## src/rtl/snap_counter64.sv

```systemverilog
module snap_counter64 #(
  parameter int ADDR_W    = 8,
  parameter int DATA_W    = 32,
  parameter int CNT_W     = 64,
  parameter int LATCH_CYC = 2,
  parameter logic [ADDR_W-1:0] CTRL_OFF = 8'hA0,
  parameter logic [ADDR_W-1:0] LO_OFF   = 8'hA4,
  parameter logic [ADDR_W-1:0] HI_OFF   = 8'hA8
) (
  input  logic              clk,
  input  logic              rst_n,
  input  logic [ADDR_W-1:0] bus_addr,
  input  logic              bus_wr,
  input  logic [DATA_W-1:0] bus_wdata,
  input  logic              bus_rd,
  output logic [DATA_W-1:0] bus_rdata,
  output logic              bus_rvalid
);
  localparam int LEFT_W = $clog2(LATCH_CYC + 1);
  localparam logic [DATA_W-1:0] CTRL_MASK = DATA_W'(3);

  logic [CNT_W-1:0]  count, hold, snap;
  logic              clr_q, lat_busy;
  logic [LEFT_W-1:0] lat_left;
  logic [DATA_W-1:0] ctrl_bits, rd_mux;

  wire ctrl_wr = bus_wr && (bus_addr == CTRL_OFF);
  assign ctrl_bits = bus_wdata & CTRL_MASK;
  wire clr_req = ctrl_wr && ctrl_bits[0];
  wire lat_req = ctrl_wr && ctrl_bits[1];

  always_ff @(posedge clk) begin
    if (!rst_n) count <= '0;
    else if (clr_req) count <= '0;
    else count <= count + 1'b1;
  end

  always_ff @(posedge clk) begin
    if (!rst_n) clr_q <= 1'b0;
    else clr_q <= clr_req;
  end

  always_ff @(posedge clk) begin
    if (!rst_n) begin
      lat_busy <= 1'b0;
      lat_left <= '0;
      hold     <= '0;
      snap     <= '0;
    end else if (!lat_busy) begin
      if (lat_req) begin
        lat_busy <= 1'b1;
        lat_left <= LEFT_W'(LATCH_CYC);
      end
    end else begin
      lat_left <= lat_left - 1'b1;
      if (lat_left == LEFT_W'(LATCH_CYC)) hold <= count;
      if (lat_left == LEFT_W'(1)) begin
        snap     <= hold;
        lat_busy <= 1'b0;
      end
    end
  end

  always_comb begin
    rd_mux = '0;
    if (bus_addr == CTRL_OFF)    rd_mux = {{(DATA_W-2){1'b0}}, lat_busy, clr_q};
    else if (bus_addr == LO_OFF) rd_mux = snap[DATA_W-1:0];
    else if (bus_addr == HI_OFF) rd_mux = DATA_W'(snap >> DATA_W);
  end

  always_ff @(posedge clk) begin
    if (!rst_n) begin
      bus_rvalid <= 1'b0;
      bus_rdata  <= '0;
    end else begin
      bus_rvalid <= bus_rd;
      bus_rdata  <= bus_rd ? rd_mux : '0;
    end
  end


  cnt_step_chk: assert property (@(posedge clk) disable iff (!rst_n)
    (!clr_req && !clr_q) |=> (count == $past(count) + 1'b1));


  clr_self_chk: assert property (@(posedge clk) disable iff (!rst_n)
    (clr_q && !clr_req) |=> !clr_q);


  clr_zero_chk: assert property (@(posedge clk) disable iff (!rst_n)
    clr_q |-> (count == '0));


  lat_hold_chk: assert property (@(posedge clk) disable iff (!rst_n)
    $rose(lat_busy) |=> lat_busy);


  snap_edge_chk: assert property (@(posedge clk) disable iff (!rst_n)
    !$stable(snap) |-> $fell(lat_busy));


  rvalid_chk: assert property (@(posedge clk) disable iff (!rst_n)
    bus_rd |=> bus_rvalid);


  rvalid_only_chk: assert property (@(posedge clk) disable iff (!rst_n)
    !bus_rd |=> !bus_rvalid);
endmodule

```

## config.mk

```make
export PLATFORM = sky130hd
export DESIGN_NAME = snap_counter64
export DESIGN_NICKNAME = d
export VERILOG_FILES = /design/src/rtl/snap_counter64.sv
export SDC_FILE = /design/constraint.sdc
export NUM_CORES = 1
export LEC_CHECK = 0
export BUFFER_PORTS_ARGS = -buffer_cell sky130_fd_sc_hd__buf_2
export CORE_MARGIN = 5
export CORE_UTILIZATION = 42
export CTS_BUF_LIST = sky130_fd_sc_hd__clkbuf_16
export DETAILED_ROUTE_END_ITERATION = 7
export HOLD_SLACK_MARGIN = 0.06
export PLACE_DENSITY = 0.69
export SKIP_LAST_GASP = 1
export SYNTH_ARGS = -nofsm -noshare
export SYNTH_HDL_FRONTEND = slang
export SYNTH_SLANG_ARGS = --single-unit
```

## constraint.sdc

```tcl
create_clock -name clk -period 5.26 [get_ports clk]
set_input_delay 0.789 -clock clk [delete_from_list [all_inputs] [get_ports clk]]
set_output_delay 0.789 -clock clk [all_outputs]
set_load 0.02 [all_outputs]
```

==> results.sh, run 1 <==
export IMPL_drive_above_1_share_pct=9.302
export IMPL_grtUsageMet3_pct=2.052
export IMPL_synth_top_family_by_area="simple AND/OR/NAND/NOR gates"
export IMPL_skew_ns=0.01499
export IMPL_vias_per_cell=5.283
export IMPL_irDropWorstVdd_mv=0.2010
export IMPL_finalWeightedCongestion=0.7980
export IMPL_yosys_top_cells_area="dfxtp_1 53%, nand2_1 12%, a21oi_1 8.9%"
export IMPL_syn_nets=1102
export IMPL_critPathRequiredTime_ns=5.68
export IMPL_max_cap_violations=0
export IMPL_synth_xor_area_share_pct=3.428
export IMPL_max_freq_ghz=0.3275
export IMPL_startpoint_type="register"
export IMPL_syn_area_mm2=0.008686
export IMPL_clockBufferDepth=3
export IMPL_fin_hold_ws_ns=0.4488
export IMPL_cp_end_kind="register"
export IMPL_holdBufCountCts=0
export IMPL_rows=52
export IMPL_synthAdderAreaFrac_pct=0.4322
export IMPL_postSynthCellCount=1055
export IMPL_synth_top_area_share_pct=52.78
export IMPL_grtUsageTotal_pct=15.78
export IMPL_cts_buffers=22
export IMPL_ys_ff_latch=229
export IMPL_max_stage_delay_ns=0.84
export IMPL_synth_edf_count=0
export IMPL_utilization_pct=48.21
export IMPL_power_mw=3.413
export IMPL_postCtsSetupRepairBufs=0
export IMPL_p_per_area_mw_per_mm2=348.7
export IMPL_start_util_pct=42.79
export IMPL_crit_type="register to register"
export IMPL_cts_resized=0
export IMPL_die_y_um=153.8
export IMPL_route_detailed_drc=0
export IMPL_crit_fanout=15
export IMPL_diodes=0
export IMPL_drv_slew=0
export IMPL_top_usage_layer="met2"
export IMPL_antenna_found_initial=0
export IMPL_relSlewSlack_pct=27.48
export IMPL_synthArstFlopShare_pct=0
export IMPL_place_hpwl_um=11770
export IMPL_die_w_um=153.8
export IMPL_htree_num_levels=1
export IMPL_yosysTopAreaCell="dfxtp_1"
export IMPL_grt_ovfl_total=0
export IMPL_numClockSinks=229
export IMPL_min_path_type="register to register"
export IMPL_wl_um=19200
export IMPL_numPortBuffers=46
export IMPL_setup_violations=0
export IMPL_min_period_ns=3.054
export IMPL_ctsRootBufferMaster="clkbuf_16"
export IMPL_gr_usage_met1_pct=22.32
export IMPL_synth_simple_area_share_pct=25.28
export IMPL_status="complete, no violations"
export IMPL_leakagePower_nw=3.200
export IMPL_synth_cell_type_count=42
export IMPL_nets=1106
export IMPL_setup_tns_final_ns=0
export IMPL_drt_initial_drc_count=503
export IMPL_hold_viol=0
export IMPL_coreArea_mm2=0.02030
export IMPL_layout_setup_ws_ns=2.206
export IMPL_grt_max_degree=68
export IMPL_clkLatencyLatePin_ns=0.49
export IMPL_grt_pass1_wl_um=32350
export IMPL_holdPathStages=2
export IMPL_area_growth_pct=12.66
export IMPL_rsz0062_at_grt="false"
export IMPL_crit_chain="ha_1, and3_1, nand4_1, or4_4, or4_1, a21oi_1"
export IMPL_synth_area_mux_share_pct=0
export IMPL_via_count=7105
export IMPL_drt_first_pass_iters=6
export IMPL_grt_util_met2_pct=25.97
export IMPL_synth_flop_cell="dfxtp_1"
export IMPL_first_global_vias=6451
export IMPL_cp_slowest_cell="or4_4"
export IMPL_ys_warn_count=0
export IMPL_synth_compound_area_share_pct=14.10
export IMPL_cp_arrival_ns=3.48
export IMPL_post_place_ws_ns=1.790
export IMPL_cts_tree="built"
export IMPL_io_pins=77
export IMPL_die_area_mm2=0.02366
export IMPL_clk_pin_slew_worst_paths_ns=0.06
export IMPL_drt_wirelength_per_cell_um=14.28
export IMPL_worst_pin_slew_ns=1.085
export IMPL_r2r_cells=6
export IMPL_syn_mean_instance_area_um2=8.233
export IMPL_synth_seq_area_share_pct=52.78
export IMPL_final_antenna_net_count=0
export IMPL_fin_crit_sh_pct=58.05
state kept, by name, summed over array words and instances, names as in the netlist:
name,count
bus_rdata,32
bus_rvalid,1
clr_q,1
count,64
hold,64
lat_busy,1
lat_left,2
snap,64
path summary, 6_finish.rpt:
kind | from | slack, ns | endpoint
worst max-delay path | count[0]$_SDFF_PP0_ | 2.21 | count[58]$_SDFF_PP0_
worst min-delay path | hold[51]$_SDFFE_PN0P_ | 0.45 | snap[51]$_SDFFE_PN0P_
worst max register to register | count[0]$_SDFF_PP0_ | 2.21 | count[58]$_SDFF_PP0_
worst min register to register | hold[51]$_SDFFE_PN0P_ | 0.45 | snap[51]$_SDFFE_PN0P_
cell families after synthesis:
family / Yosys count
adder cells (fa/ha/maj): 3
flip-flops: 229
buffers and inverters: 83
XOR/XNOR: 34
AO/OA/AOI/OAI: 219
AND/OR/NAND/NOR: 487
cell type report:
class | instances | area [um^2]
Tap cell | 270 | 337.8
Timing Repair Buffer | 55 | 297.8
Clock inverter | 17 | 177.7
Inverter | 8 | 31.28
Sequential cell | 229 | 4584
Fill cell | 1938 | 10510
Multi-Input combinational cell | 743 | 3781
Clock buffer | 23 | 575.6
metrics by stage:
step,cell area (um^2),cells
2_1_floorplan,8686,1055
3_3_place_gp,9032,1305
3_5_place_dp,9032,1305
4_1_cts,9786,1345
5_1_grt,9786,1345
6_report,9786,1345
critical path, delay by kind of cell, from the launching register on:
kind,cells,cell delay [ns]
and+or+nand+nor,4,2.23
adders and majority gates,1,0.20
DFF,1,0.40
AOI/OAI and AO/OA,1,0.15
placed cells by master, fill, tap and decap left out, types with 16 or more instances in the layout:
cell type  instances
a21oi_1          154
a22oi_1           30
buf_2             46
clkbuf_16         23
dfxtp_1          229
nand2_1          284
nand3_1           18
nand4_1           16
nor2_1            71
xnor2_1           23
routing by layer:
| metal | vias up | wire length (um) |
|---|---|---|
| met2 | 142 | 8983 |
| met1 | 3365 | 9134 |
| met3 | 10 | 934 |
| met4 | 0 | 150 |
| li1 | 3588 | - |
| met5 | - | 0 |
synthesized netlist by cell type (all sizes together) (11+ instances only):
cell type    n
a21oi      154
a22oi       30
and3        13
and4        11
buf         21
clkbuf      54
dfxtp      229
nand2      286
nand3       18
nand4       17
nor2        71
nor3        14
o21ai       16
or3         11
or4         12
xnor2       23
xor2        11
power by group:
group	switching [mW]	leakage (nW)	internal (mW)
Clock	0.643	0.376	0.986
Sequential	0.00240	1.84	1.74
Combinational	0.0353	0.980	0.00980
Total	0.680	3.20	2.73
(Power assumes the default switching activity.)
==> inputs of run 2 (changes only) <==
--- a/config.mk
+++ b/config.mk
@@ -5,13 +5,14 @@
 export SDC_FILE = /design/constraint.sdc
 export NUM_CORES = 1
 export LEC_CHECK = 0
+export ABC_AREA = 1
 export BUFFER_PORTS_ARGS = -buffer_cell sky130_fd_sc_hd__buf_2
 export CORE_MARGIN = 5
 export CORE_UTILIZATION = 42
 export CTS_BUF_LIST = sky130_fd_sc_hd__clkbuf_16
 export DETAILED_ROUTE_END_ITERATION = 7
 export HOLD_SLACK_MARGIN = 0.06
-export PLACE_DENSITY = 0.69
+export PLACE_DENSITY = 0.68
 export SKIP_LAST_GASP = 1
 export SYNTH_ARGS = -nofsm -noshare
 export SYNTH_HDL_FRONTEND = slang
==> constraint.sdc (replaced) <==
create_clock -name clk -period 2.95 [get_ports clk]
set_input_delay 0.4425 -clock clk [delete_from_list [all_inputs] [get_ports clk]]
set_output_delay 0.4425 -clock clk [all_outputs]
set_load 0.02 [all_outputs]
==> results.sh, run 2 <==
export IMPL_status="complete, no violations"
export IMPL_r2r_cells=10
export IMPL_grt_pass1_wl_um=38220
export IMPL_p_int_mw=4.723
export IMPL_ys_ff_latch=229
export IMPL_drt_first_pass_iters=4
export IMPL_min_path_type="input pin to register"
export IMPL_rows=54
export IMPL_cts_tree="built"
export IMPL_postSynthCellCount=1311
export IMPL_power_mw=5.984
export IMPL_holdPathStages=3
export IMPL_clk_pin_slew_worst_paths_ns=0.06
export IMPL_pwr_share_comb_pct=2.3
export IMPL_antenna_found_initial=0
export IMPL_grt_ovfl_total=0
export IMPL_placed_cell_area_mm2=0.009844
export IMPL_fin_crit_sh_pct=62.56
export IMPL_drive_above_1_share_pct=9.414
export IMPL_seq_power_share_pct=51.8
export IMPL_max_freq_ghz=0.5418
export IMPL_clockBufferDepth=3
export IMPL_synth_top_area_share_pct=48.96
export IMPL_postCtsSetupRepairBufs=0
export IMPL_synth_flop_cell="dfxtp_1"
export IMPL_cts_buffers=23
export IMPL_syn_area_mm2=0.009363
export IMPL_reg_largest_list="count (64), hold (64), snap (64)"
export IMPL_numPortBuffers=46
export IMPL_cts_resized=0
export IMPL_clkLatencyLatePin_ns=0.50
export IMPL_startpoint_type="register"
export IMPL_grtUsageTotal_pct=17.84
export IMPL_swShare_pct=21.07
export IMPL_crit_fanout=4
export IMPL_setup_violations=0
export IMPL_drv_slew=0
export IMPL_start_util_pct=42.77
export IMPL_relSlewSlack_pct=48.02
export IMPL_worst_pin_slew_ns=0.7796
export IMPL_yosys_top_cells_area="dfxtp_1 49%, nor2_1 15%, nand2_1 8.7%"
export IMPL_hold_viol=0
export IMPL_vias_per_cell=4.980
export IMPL_rsz0062_at_grt="false"
export IMPL_nets=1381
export IMPL_setup_tns_final_ns=0
export IMPL_syn_nets=1358
export IMPL_synthArstFlopShare_pct=0
export IMPL_synth_seq_area_share_pct=48.96
export IMPL_route_detailed_drc=0
export IMPL_max_cap_violations=0
export IMPL_via_count=8112
export IMPL_final_antenna_net_count=0
export IMPL_cp_end_kind="register"
export IMPL_finalWeightedCongestion=0.9731
export IMPL_synth_edf_count=0
export IMPL_coreArea_mm2=0.02189
export IMPL_drt_initial_drc_count=526
export IMPL_irDropWorstVdd_mv=0.3220
export IMPL_min_period_ns=1.846
export IMPL_cp_arrival_ns=2.24
export IMPL_grt_max_degree=83
export IMPL_die_y_um=159.3
export IMPL_skew_ns=0.009532
export IMPL_place_hpwl_um=16640
export IMPL_design_area_mm2=0.01055
export IMPL_htree_num_levels=1
export IMPL_critPathRequiredTime_ns=3.34
export IMPL_diodes=0
export IMPL_crit_type="register to register"
export IMPL_ys_warn_count=0
export IMPL_drt_wirelength_per_cell_um=14.24
export IMPL_final_common_cell="nor2_1"
export IMPL_first_global_vias=7332
export IMPL_holdBufCountCts=0
export IMPL_wl_um=23190
export IMPL_io_pins=77
export IMPL_ctsRootBufferMaster="clkbuf_16"
export IMPL_p_per_area_mw_per_mm2=567.4
export IMPL_synth_most_common_cell="nor2_1"
export IMPL_synth_cell_type_count=36
export IMPL_switchingPower_mw=1.261
export IMPL_syn_mean_instance_area_um2=7.142
export IMPL_area_growth_pct=12.64
export IMPL_yosysTopAreaCell="dfxtp_1"
export IMPL_leakagePower_nw=3.740
export IMPL_fin_hold_ws_ns=0.2126
export IMPL_p_clk_share_pct=45.9
export IMPL_die_area_mm2=0.02538
export IMPL_numClockSinks=229
export IMPL_final_cell_mix="378 x nor2_1, 229 x dfxtp_1, 216 x nand2_1"
export IMPL_die_w_um=159.3
export IMPL_synth_common_cells="378 x nor2_1, 229 x dfxtp_1, 216 x nand2_1"
==> run 2: cell count changes in the layout (fill, tap and decap cells not counted), sizes merged, moves of 15 or more <==
| cell | before | now |
|---|---|---|
| nand2 | 286 | 226 |
| a22oi | 30 | 0 |
| o21ai | 16 | 142 |
| inv | 9 | 77 |
| nor2 | 71 | 396 |
| nand3 | 18 | 60 |
| xnor2 | 23 | 8 |
| a21oi | 154 | 73 |
==> run 2: final cells by class <==
type	instances	area [um^2]
tap	280	350.3
sequential	229	4584
clock buffer	23	575.6
multi-input combinational	950	4282
clock inverter	17	126.4
inverter	72	270.3
timing repair buffer	58	357.8
fill	2246	11340
==> run 2: cell families after synthesis <==
logic type | after synthesis | share of synthesized area, %
AND/OR/NAND/NOR | 706 | 31.16
flip-flops | 229 | 48.96
AO/OA/AOI/OAI | 219 | 11.87
buffers and inverters | 132 | 5.546
XOR/XNOR | 22 | 2.058
adder cells (fa/ha/maj) | 3 | 0.4010
==> run 2: power groups by stage <==
stage / sequential (mW) / clock (mW) / combinational (mW)
after floorplan: 3.17 / 0 / 0.0923
after detailed placement: 3.17 / 0 / 0.141
after CTS: 3.10 / 2.80 / 0.141
final: 3.10 / 2.74 / 0.139
after global placement: 3.17 / 0 / 0.140
after global routing: 3.10 / 2.96 / 0.159
==> run 2: final timing paths <==
kind / endpoint / startpoint / slack [ns]
worst max-delay path: count[54]$_SDFF_PP0_ / count[1]$_SDFF_PP0_ / 1.10
worst min-delay path: bus_rvalid$_SDFF_PN0_ / bus_rd / 0.21
worst max register to register: count[54]$_SDFF_PP0_ / count[1]$_SDFF_PP0_ / 1.10
worst min register to register: bus_rdata[3]$_SDFF_PP0_ / snap[3]$_SDFFE_PN0P_ / 0.46
==> run 2: per-layer routing <==
metal | part of all wire (%) | vias up | wire, um | global-route usage, %
met5 | 0 | - | 0 | 0
met4 | 1.3 | 0 | 295 | 3.296
met3 | 4.8 | 21 | 1108 | 2.666
met2 | 46 | 161 | 10780 | 29.51
met1 | 47 | 3705 | 11010 | 25.07
li1 | - | 4225 | - | -
==> run 2: worst max-delay path, stage by stage (launching register included) <==
cell and delay [ns]:
dfxtp_1 0.37, ha_1 0.20, nand2_2 0.09, nor2_4 0.18
nand2_2 0.10, nor2_2 0.25, nand2_1 0.19, nor2_1 0.18
nand2_1 0.07, nand2_1 0.07, nor2_1 0.04
==> run 2: stage by stage <==
step                      utilization, %  instances  setup WS (ns)
final                              48.18       1629          1.104
after CTS                          48.18       1629          1.094
after global routing               48.18       1629         0.8973
after floorplan                        -       1311          1.444
after global placement             44.97       1589          1.052
after detailed placement           44.97       1589          1.001
